File: src/rtl/rgn_maint_pkg.sv
package rgn_maint_pkg;

  localparam int LOG_LINE_SMALL = 6;
  localparam int LOG_LINE_BIG   = 7;

  localparam logic [2:0] SEL_CTRL      = 3'd0;
  localparam logic [2:0] SEL_ALL_INV   = 3'd1;
  localparam logic [2:0] SEL_ALL_FLUSH = 3'd2;
  localparam logic [2:0] SEL_RGN_END   = 3'd3;
  localparam logic [2:0] SEL_RGN_START = 3'd4;
  localparam logic [2:0] SEL_END_HI    = 3'd5;
  localparam logic [2:0] SEL_START_HI  = 3'd6;

  localparam int BIT_DIS   = 0;
  localparam int BIT_INV   = 6;
  localparam int BIT_BUSY  = 8;
  localparam int OPC_LO    = 9;
  localparam int OPC_HI    = 11;
  localparam logic [2:0] OPC_DROP = 3'b001;

  typedef enum logic [1:0] {
    KIND_CLEAN      = 2'd0,
    KIND_DROP       = 2'd1,
    KIND_CLEAN_DROP = 2'd2
  } opKind_t;

  typedef enum logic [1:0] {
    ST_IDLE = 2'd0,
    ST_WALK = 2'd1,
    ST_WB   = 2'd2,
    ST_DONE = 2'd3
  } walkState_t;

  typedef struct packed {
    logic loadRegion;
    logic loadEntire;
    logic advance;
    logic clrValid;
    logic clrDirty;
    logic fillOk;
  } walkStrb_t;

endpackage

File: src/rtl/rgn_maint_walk.sv
module rgn_maint_walk
  import rgn_maint_pkg::*;
#(
  parameter int AW   = 32,
  parameter int SETS = 8
) (
  input  logic            clk,
  input  logic            rstN,
  input  walkStrb_t       strb,
  input  logic            lineSel,
  input  logic [AW-1:0]   startAddr,
  input  logic [AW-1:0]   endAddr,
  input  logic [AW-1:0]   fillAddr,
  input  logic            fillDirty,
  output logic            curHit,
  output logic            curDirty,
  output logic            atLast,
  output logic            rangeEmpty,
  output logic [AW-1:0]   wbAddr
);

  localparam int IDX_W = $clog2(SETS);
  localparam int LN_W  = AW - LOG_LINE_SMALL;
  localparam int TAG_W = LN_W - IDX_W;
  localparam int PAD_W = AW - LN_W;

  function automatic logic [LN_W-1:0] toLine(input logic [AW-1:0] a, input logic sel);
    logic [AW-1:0] s;
    s = sel ? (a >> LOG_LINE_SMALL) : (a >> LOG_LINE_BIG);
    return s[LN_W-1:0];
  endfunction

  logic [LN_W-1:0]  curQ, lastQ;
  logic             regionQ;
  logic [IDX_W-1:0] curIdx;
  logic [TAG_W-1:0] curTag;
  logic [LN_W-1:0]  fillLine, wbLine;
  logic [IDX_W-1:0] fillIdx;
  logic [TAG_W-1:0] fillTag;

  logic             validV [SETS];
  logic             dirtyV [SETS];
  logic [TAG_W-1:0] tagV   [SETS];

  assign curIdx   = curQ[IDX_W-1:0];
  assign curTag   = curQ[LN_W-1:IDX_W];
  assign fillLine = toLine(fillAddr, lineSel);
  assign fillIdx  = fillLine[IDX_W-1:0];
  assign fillTag  = fillLine[LN_W-1:IDX_W];

  always_ff @(posedge clk or negedge rstN) begin
    if (!rstN) begin
      curQ    <= '0;
      lastQ   <= '0;
      regionQ <= 1'b0;
    end else if (strb.loadRegion) begin
      curQ    <= toLine(startAddr, lineSel);
      lastQ   <= toLine(endAddr, lineSel);
      regionQ <= 1'b1;
    end else if (strb.loadEntire) begin
      curQ    <= '0;
      lastQ   <= LN_W'(SETS - 1);
      regionQ <= 1'b0;
    end else if (strb.advance) begin
      curQ    <= curQ + LN_W'(1);
    end
  end

  for (genvar s = 0; s < SETS; s++) begin : g_set
    logic             vQ, dQ;
    logic [TAG_W-1:0] tQ;
    always_ff @(posedge clk or negedge rstN) begin
      if (!rstN) begin
        vQ <= 1'b0;
        dQ <= 1'b0;
        tQ <= '0;
      end else if (strb.fillOk && fillIdx == IDX_W'(s)) begin
        vQ <= 1'b1;
        dQ <= fillDirty;
        tQ <= fillTag;
      end else if (curIdx == IDX_W'(s)) begin
        if (strb.clrValid) vQ <= 1'b0;
        if (strb.clrDirty) dQ <= 1'b0;
      end
    end
    assign validV[s] = vQ;
    assign dirtyV[s] = dQ;
    assign tagV[s]   = tQ;
  end

  assign curHit     = validV[curIdx] && (!regionQ || tagV[curIdx] == curTag);
  assign curDirty   = dirtyV[curIdx];
  assign atLast     = (curQ == lastQ);
  assign rangeEmpty = toLine(endAddr, lineSel) < toLine(startAddr, lineSel);
  assign wbLine     = regionQ ? curQ : {tagV[curIdx], curIdx};
  assign wbAddr     = lineSel ? ({{PAD_W{1'b0}}, wbLine} << LOG_LINE_SMALL)
                              : ({{PAD_W{1'b0}}, wbLine} << LOG_LINE_BIG);

endmodule

File: src/rtl/rgn_maint_ctrl.sv
module rgn_maint_ctrl
  import rgn_maint_pkg::*;
#(
  parameter int AW = 32
) (
  input  logic          clk,
  input  logic          rstN,
  input  logic          wrEn,
  input  logic [2:0]    wrSel,
  input  logic [AW-1:0] wrData,
  output logic          wrReady,
  input  logic [2:0]    rdSel,
  output logic [AW-1:0] rdData,
  input  logic          fillEn,
  output logic          wbReq,
  input  logic          wbAck,
  input  logic          curHit,
  input  logic          curDirty,
  input  logic          atLast,
  input  logic          rangeEmpty,
  output logic [AW-1:0] endAddr,
  output walkStrb_t     strb
);

  walkState_t    stateQ, stateN;
  opKind_t       kindQ, kindN;
  logic          disQ, invQ;
  logic [2:0]    opcQ;
  logic [AW-1:0] endQ, startQ;
  logic          acc, busy, needWb;

  assign busy    = (stateQ != ST_IDLE);
  assign wrReady = !busy;
  assign acc     = wrEn && !busy;
  assign wbReq   = (stateQ == ST_WB);
  assign endAddr = endQ;
  assign needWb  = curHit && curDirty && (kindQ != KIND_DROP);

  always_comb begin
    strb            = '0;
    stateN          = stateQ;
    kindN           = kindQ;
    strb.fillOk     = fillEn && !busy && !disQ;
    strb.loadEntire = acc && (wrSel == SEL_ALL_INV || wrSel == SEL_ALL_FLUSH);
    strb.loadRegion = acc && (wrSel == SEL_RGN_START);
    unique case (stateQ)
      ST_IDLE: begin
        if (strb.loadEntire) begin
          stateN = ST_WALK;
          if (wrSel == SEL_ALL_INV) kindN = invQ ? KIND_CLEAN_DROP : KIND_DROP;
          else                      kindN = KIND_CLEAN;
        end else if (strb.loadRegion) begin
          stateN = rangeEmpty ? ST_DONE : ST_WALK;
          if (opcQ == OPC_DROP) kindN = invQ ? KIND_CLEAN_DROP : KIND_DROP;
          else                  kindN = KIND_CLEAN;
        end
      end
      ST_WALK: begin
        if (needWb) begin
          stateN = ST_WB;
        end else begin
          strb.advance  = 1'b1;
          strb.clrValid = curHit && (kindQ != KIND_CLEAN);
          strb.clrDirty = curHit && (kindQ != KIND_CLEAN);
          if (atLast) stateN = ST_IDLE;
        end
      end
      ST_WB: begin
        if (wbAck) begin
          strb.advance  = 1'b1;
          strb.clrDirty = 1'b1;
          strb.clrValid = (kindQ == KIND_CLEAN_DROP);
          stateN        = atLast ? ST_IDLE : ST_WALK;
        end
      end
      ST_DONE: stateN = ST_IDLE;
      default: stateN = ST_IDLE;
    endcase
  end

  always_ff @(posedge clk or negedge rstN) begin
    if (!rstN) begin
      stateQ <= ST_IDLE;
      kindQ  <= KIND_CLEAN;
      disQ   <= 1'b0;
      invQ   <= 1'b0;
      opcQ   <= '0;
      endQ   <= '0;
      startQ <= '0;
    end else begin
      stateQ <= stateN;
      kindQ  <= kindN;
      if (acc) begin
        case (wrSel)
          SEL_CTRL: begin
            disQ <= wrData[BIT_DIS];
            invQ <= wrData[BIT_INV];
            opcQ <= wrData[OPC_HI:OPC_LO];
          end
          SEL_RGN_END:   endQ   <= wrData;
          SEL_RGN_START: startQ <= wrData;
          default: ;
        endcase
      end
    end
  end

  always_comb begin
    rdData = '0;
    case (rdSel)
      SEL_CTRL: begin
        rdData[BIT_DIS]       = disQ;
        rdData[BIT_INV]       = invQ;
        rdData[BIT_BUSY]      = busy;
        rdData[OPC_HI:OPC_LO] = opcQ;
      end
      SEL_RGN_END:   rdData = endQ;
      SEL_RGN_START: rdData = startQ;
      default:       rdData = '0;
    endcase
  end

endmodule

File: src/rtl/l2_region_maint.sv
module l2_region_maint
  import rgn_maint_pkg::*;
#(
  parameter int AW   = 32,
  parameter int SETS = 8
) (
  input  logic          clk,
  input  logic          rstN,
  input  logic          lineSel,
  input  logic          wrEn,
  input  logic [2:0]    wrSel,
  input  logic [AW-1:0] wrData,
  output logic          wrReady,
  input  logic [2:0]    rdSel,
  output logic [AW-1:0] rdData,
  input  logic          fillEn,
  input  logic [AW-1:0] fillAddr,
  input  logic          fillDirty,
  output logic          wbReq,
  output logic [AW-1:0] wbAddr,
  input  logic          wbAck
);

  walkStrb_t     strb;
  logic          curHit, curDirty, atLast, rangeEmpty;
  logic [AW-1:0] endAddr;

  rgn_maint_ctrl #(.AW(AW)) u_ctrl (
    .clk(clk), .rstN(rstN),
    .wrEn(wrEn), .wrSel(wrSel), .wrData(wrData), .wrReady(wrReady),
    .rdSel(rdSel), .rdData(rdData),
    .fillEn(fillEn), .wbReq(wbReq), .wbAck(wbAck),
    .curHit(curHit), .curDirty(curDirty), .atLast(atLast),
    .rangeEmpty(rangeEmpty), .endAddr(endAddr), .strb(strb)
  );

  rgn_maint_walk #(.AW(AW), .SETS(SETS)) u_walk (
    .clk(clk), .rstN(rstN), .strb(strb), .lineSel(lineSel),
    .startAddr(wrData), .endAddr(endAddr),
    .fillAddr(fillAddr), .fillDirty(fillDirty),
    .curHit(curHit), .curDirty(curDirty), .atLast(atLast),
    .rangeEmpty(rangeEmpty), .wbAddr(wbAddr)
  );

endmodule

File: config.mk
export PLATFORM = sky130hd
export DESIGN_NAME = l2_region_maint
export DESIGN_NICKNAME = d
export VERILOG_FILES = /design/src/rtl/rgn_maint_pkg.sv /design/src/rtl/rgn_maint_walk.sv /design/src/rtl/rgn_maint_ctrl.sv /design/src/rtl/l2_region_maint.sv
export SDC_FILE = /design/constraint.sdc
export NUM_CORES = 1
export LEC_CHECK = 0
export BUFFER_PORTS_ARGS = -buffer_cell sky130_fd_sc_hd__buf_2
export CAP_MARGIN = 5
export CELL_PAD_IN_SITES_DETAIL_PLACEMENT = 1
export CELL_PAD_IN_SITES_GLOBAL_PLACEMENT = 1
export CORE_ASPECT_RATIO = 1.5
export CORE_MARGIN = 2
export CORE_UTILIZATION = 52
export DETAILED_ROUTE_END_ITERATION = 12
export PLACE_DENSITY_LB_ADDON = 0.15
export SYNTH_ARGS = -nofsm -noshare
export SYNTH_HDL_FRONTEND = slang
export SYNTH_HIERARCHICAL = 1
export SYNTH_SLANG_ARGS = --single-unit
File: constraint.sdc
create_clock -name clk -period 10.1 [get_ports clk]
set_input_delay 1.01 -clock clk [delete_from_list [all_inputs] [get_ports clk]]
set_output_delay 1.01 -clock clk [all_outputs]
set_load 0.02 [all_outputs]
==> flow_summary.toml <==
[floorplan]
io_pins = 143
core_area_sq_um = 32600
die_y_um = 227
chipWidth_um = 153
start_util_pct = 52.7
fp.dieArea_sq_um = 34600
num_rows = 81

[synthesis]
ys_types = 72
netlist_area_sq_um = 17200
synthArstFlopShare_pct = 100
ys_seq_area_share_pct = 47.4
syn_area_per_cell_sq_um = 10.3
ys_warn_count = 6
synth_ff_type = "dfrtp_1"
netlist_top_cells_count = "dfrtp_1, nand2_1, o21ai_0, a21oi_1"
yosysMostFrequentCell = "dfrtp_1"
ys_ff_latch = 326
synth_edf_count = 0
yosys-top-cells-area = "dfrtp_1, mux2i_1, nand2_1"
yosysTopAreaCell = "dfrtp_1"
synth_top_area_share_pct = 47.4
synth_cells = 1669

[cts]
cts_tree = "built"
clkTransAtPathRegs_ns = 0.06
cts_resized = 0
clk_latency_ns = 0.54
cts_buffers = 34
cts_setup_buffers = 0
cts_num_sinks = 326
cts_hold_buf = 0
clock-root-buffer = "clkbuf_16"
htree_num_levels = 2
clockBufferDepth = 3

[worst_setup_path]
cp.arrival_ns = 5.74
start_kind = "flip-flop"
crit_end = "u_walk/curQ[16]"
worstRegToRegCells = 16
crit_start = "u_walk/curQ[0]"
criticalPathCategory = "reg2reg"
reg2reg_setup_slack_ns = 4.81
worst-path-max-fanout = 44
crit_path_end_kind = "flip-flop"
reg2reg_from = "u_walk/curQ[0]"
critPathRequiredTime_ns = 10.55
rr_endpoint = "u_walk/curQ[16]"

[run]
drv_cap = 0

[grt]
grt_max_degree = 114
grt_use_total_pct = 28.1
grt_pass1_vias = 14276
grt-ovfl-total = 0
antenna_found_initial = 0
grt_pass1_wl_um = 77000

[route]
finalWirelength_um = 48000
vias_per_cell = 6.00
wire_per_inst_um = 22.2
dr.pass1.iters = 4
detail_route.iter0.violations = 578
vias = 12960
drc = 0
drtAntennaViolNets = 0

[sta]
fin_crit_ns = 5.29
max_slew_margin_pct = 21.6
fmax_mhz = 189
hold_viol_final = 0
setup_viol = 0
fin_skew_ns = 0.0179
setup_tns_ns = 0
fin_crit_sh_pct = 52.4
maxSlewViolCount = 0
tightest_slew_ns = 1.18
rsz0062_at_grt = "no"

[run_status]
status = "finished, final reports clean"

[placed_design]
portBuffers = 130
place_hpwl_um = 32500
gp_congestion = 0.894

[layout]
drive_gt1_share_pct = 18.2
antennaDiodeCount = 0
syn2layout_area_growth_pct = 10.9
fill_cells = 3540
nets = 1836

[power]
p_leak_nw = 8.97
ir_worst_vdd_v = 0.000187
p_per_area_nw_per_um2 = 330
power.total_mw = 6.29

[min_path]
hp-class = "reg2reg"
-- registers in the layout (all words and copies together), names as in the netlist --
register and cells:
u_ctrl/disQ 1, u_ctrl/endAddr 32, u_ctrl/invQ 1, u_ctrl/kindQ 2, u_ctrl/opcQ 3, u_ctrl/startQ 32, u_ctrl/stateQ 2, u_walk/curQ 26
u_walk/g_set.dQ 8, u_walk/g_set.tQ 184, u_walk/g_set.vQ 8, u_walk/lastQ 26, u_walk/regionQ 1
-- routing by layer --
metal / GRT usage [%] / share of wire, % / vias to the layer above
li1: - / - / 5997
met3: 2.81 / 2.5 / 83
met1: 32.7 / 40 / 6663
met2: 53.5 / 54 / 217
met4: 9.92 / 3.3 / 0
met5: 0 / 0 / -
-- worst max-delay path, cell delays in order (launching register included) --
cell	delay, ns
dfrtp_4	0.77
buf_4	0.77
mux4_2	0.60
o21ai_1	0.31
xnor2_1	0.11
nor4_1	0.43
nand4_1	0.16
o22ai_2	0.26
o211ai_1	0.21
nand2_1	0.15
a21boi_1	0.08
buf_4	0.21
nor2_1	0.62
nor2_1	0.15
o21ai_0	0.11
a21oi_1	0.09
a21oi_1	0.13
-- cell usage in the layout, fill, tap and decap left out, types with 12 or more instances in the layout --
| cell type | instances |
|---|---|
| inv_1 | 19 |
| mux2i_1 | 102 |
| mux2_2 | 61 |
| buf_4 | 17 |
| mux4_2 | 30 |
| buf_2 | 128 |
| nand2b_1 | 18 |
| nand4_1 | 14 |
| nand3_1 | 28 |
| nand2_1 | 231 |
| a21oi_1 | 118 |
| dfrtp_1 | 324 |
| a22o_1 | 51 |
| xnor2_1 | 26 |
| ha_1 | 35 |
| clkbuf_16 | 35 |
| o21ai_0 | 171 |
| xor2_1 | 32 |
| a21o_1 | 12 |
| o22ai_1 | 13 |
| a22oi_1 | 12 |
| nor2_1 | 101 |
| mux2_1 | 31 |
-- stage by stage --
step | utilization, % | hold WS (ns) | instances | area (sq um) | worst slack, ns
after CTS | 58.5 | 0.478 | 2161 | 19100 | 4.75
final | 58.5 | 0.475 | 2161 | 19100 | 4.81
after floorplan | - | 0.440 | 1674 | 17200 | 6.29
after detailed placement | 54.8 | 0.461 | 2103 | 17900 | 4.76
after global routing | 58.5 | 0.496 | 2161 | 19100 | 4.46
after global placement | 54.8 | 0.453 | 2103 | 17900 | 4.85
-- power by group --
part | switching (mW) | total (mW) | leakage [nW] | internal [mW]
Combinational | 1.45 | 2.53 | 4.26 | 1.09
Clock | 0.530 | 1.35 | 0.588 | 0.819
Sequential | 0.486 | 2.41 | 4.12 | 1.92
-- cell type report --
type                    count  area (sq um)  share of cell area [%]
multi-input cells        1193          8330                    43.7
flip-flops and latches    326          8160                    42.8
clock buffers              44           950                    4.98
repair buffers            147           795                    4.16
well taps                 415           519                    2.72
clock inverters            14           243                    1.27
inverters                  22          82.6                   0.433
-- worst min path at each step --
stage / start / end / slack (ns) / cells after the start
finish: u_walk/g_set[2].vQ / u_walk/g_set[2].vQ / 0.48 / 2
global route: u_walk/g_set[3].vQ / u_walk/g_set[3].vQ / 0.50 / 1
CTS: u_walk/g_set[4].vQ / u_walk/g_set[4].vQ / 0.48 / 2
detailed placement: u_walk/g_set[0].vQ / u_walk/g_set[0].vQ / 0.46 / 2
global placement: u_walk/g_set[2].tQ[13] / u_walk/g_set[2].tQ[13] / 0.45 / 2
floorplan: u_walk/g_set[2].vQ / u_walk/g_set[2].vQ / 0.44 / 2
-- logic make-up after synthesis --
family / count (synthesis) / synth area share (%)
xor gates and xnor gates: 59 / 3.05
AOI/OAI and AO/OA: 416 / 14.3
and+or+nand+nor: 447 / 11.5
other: 1 / 0.0218
adders and majority gates: 35 / 2.55
DFF: 326 / 47.4
muxes: 230 / 16.8
buffers and inverters: 155 / 4.34
Note: power is estimated with default switching activity, not from simulation.
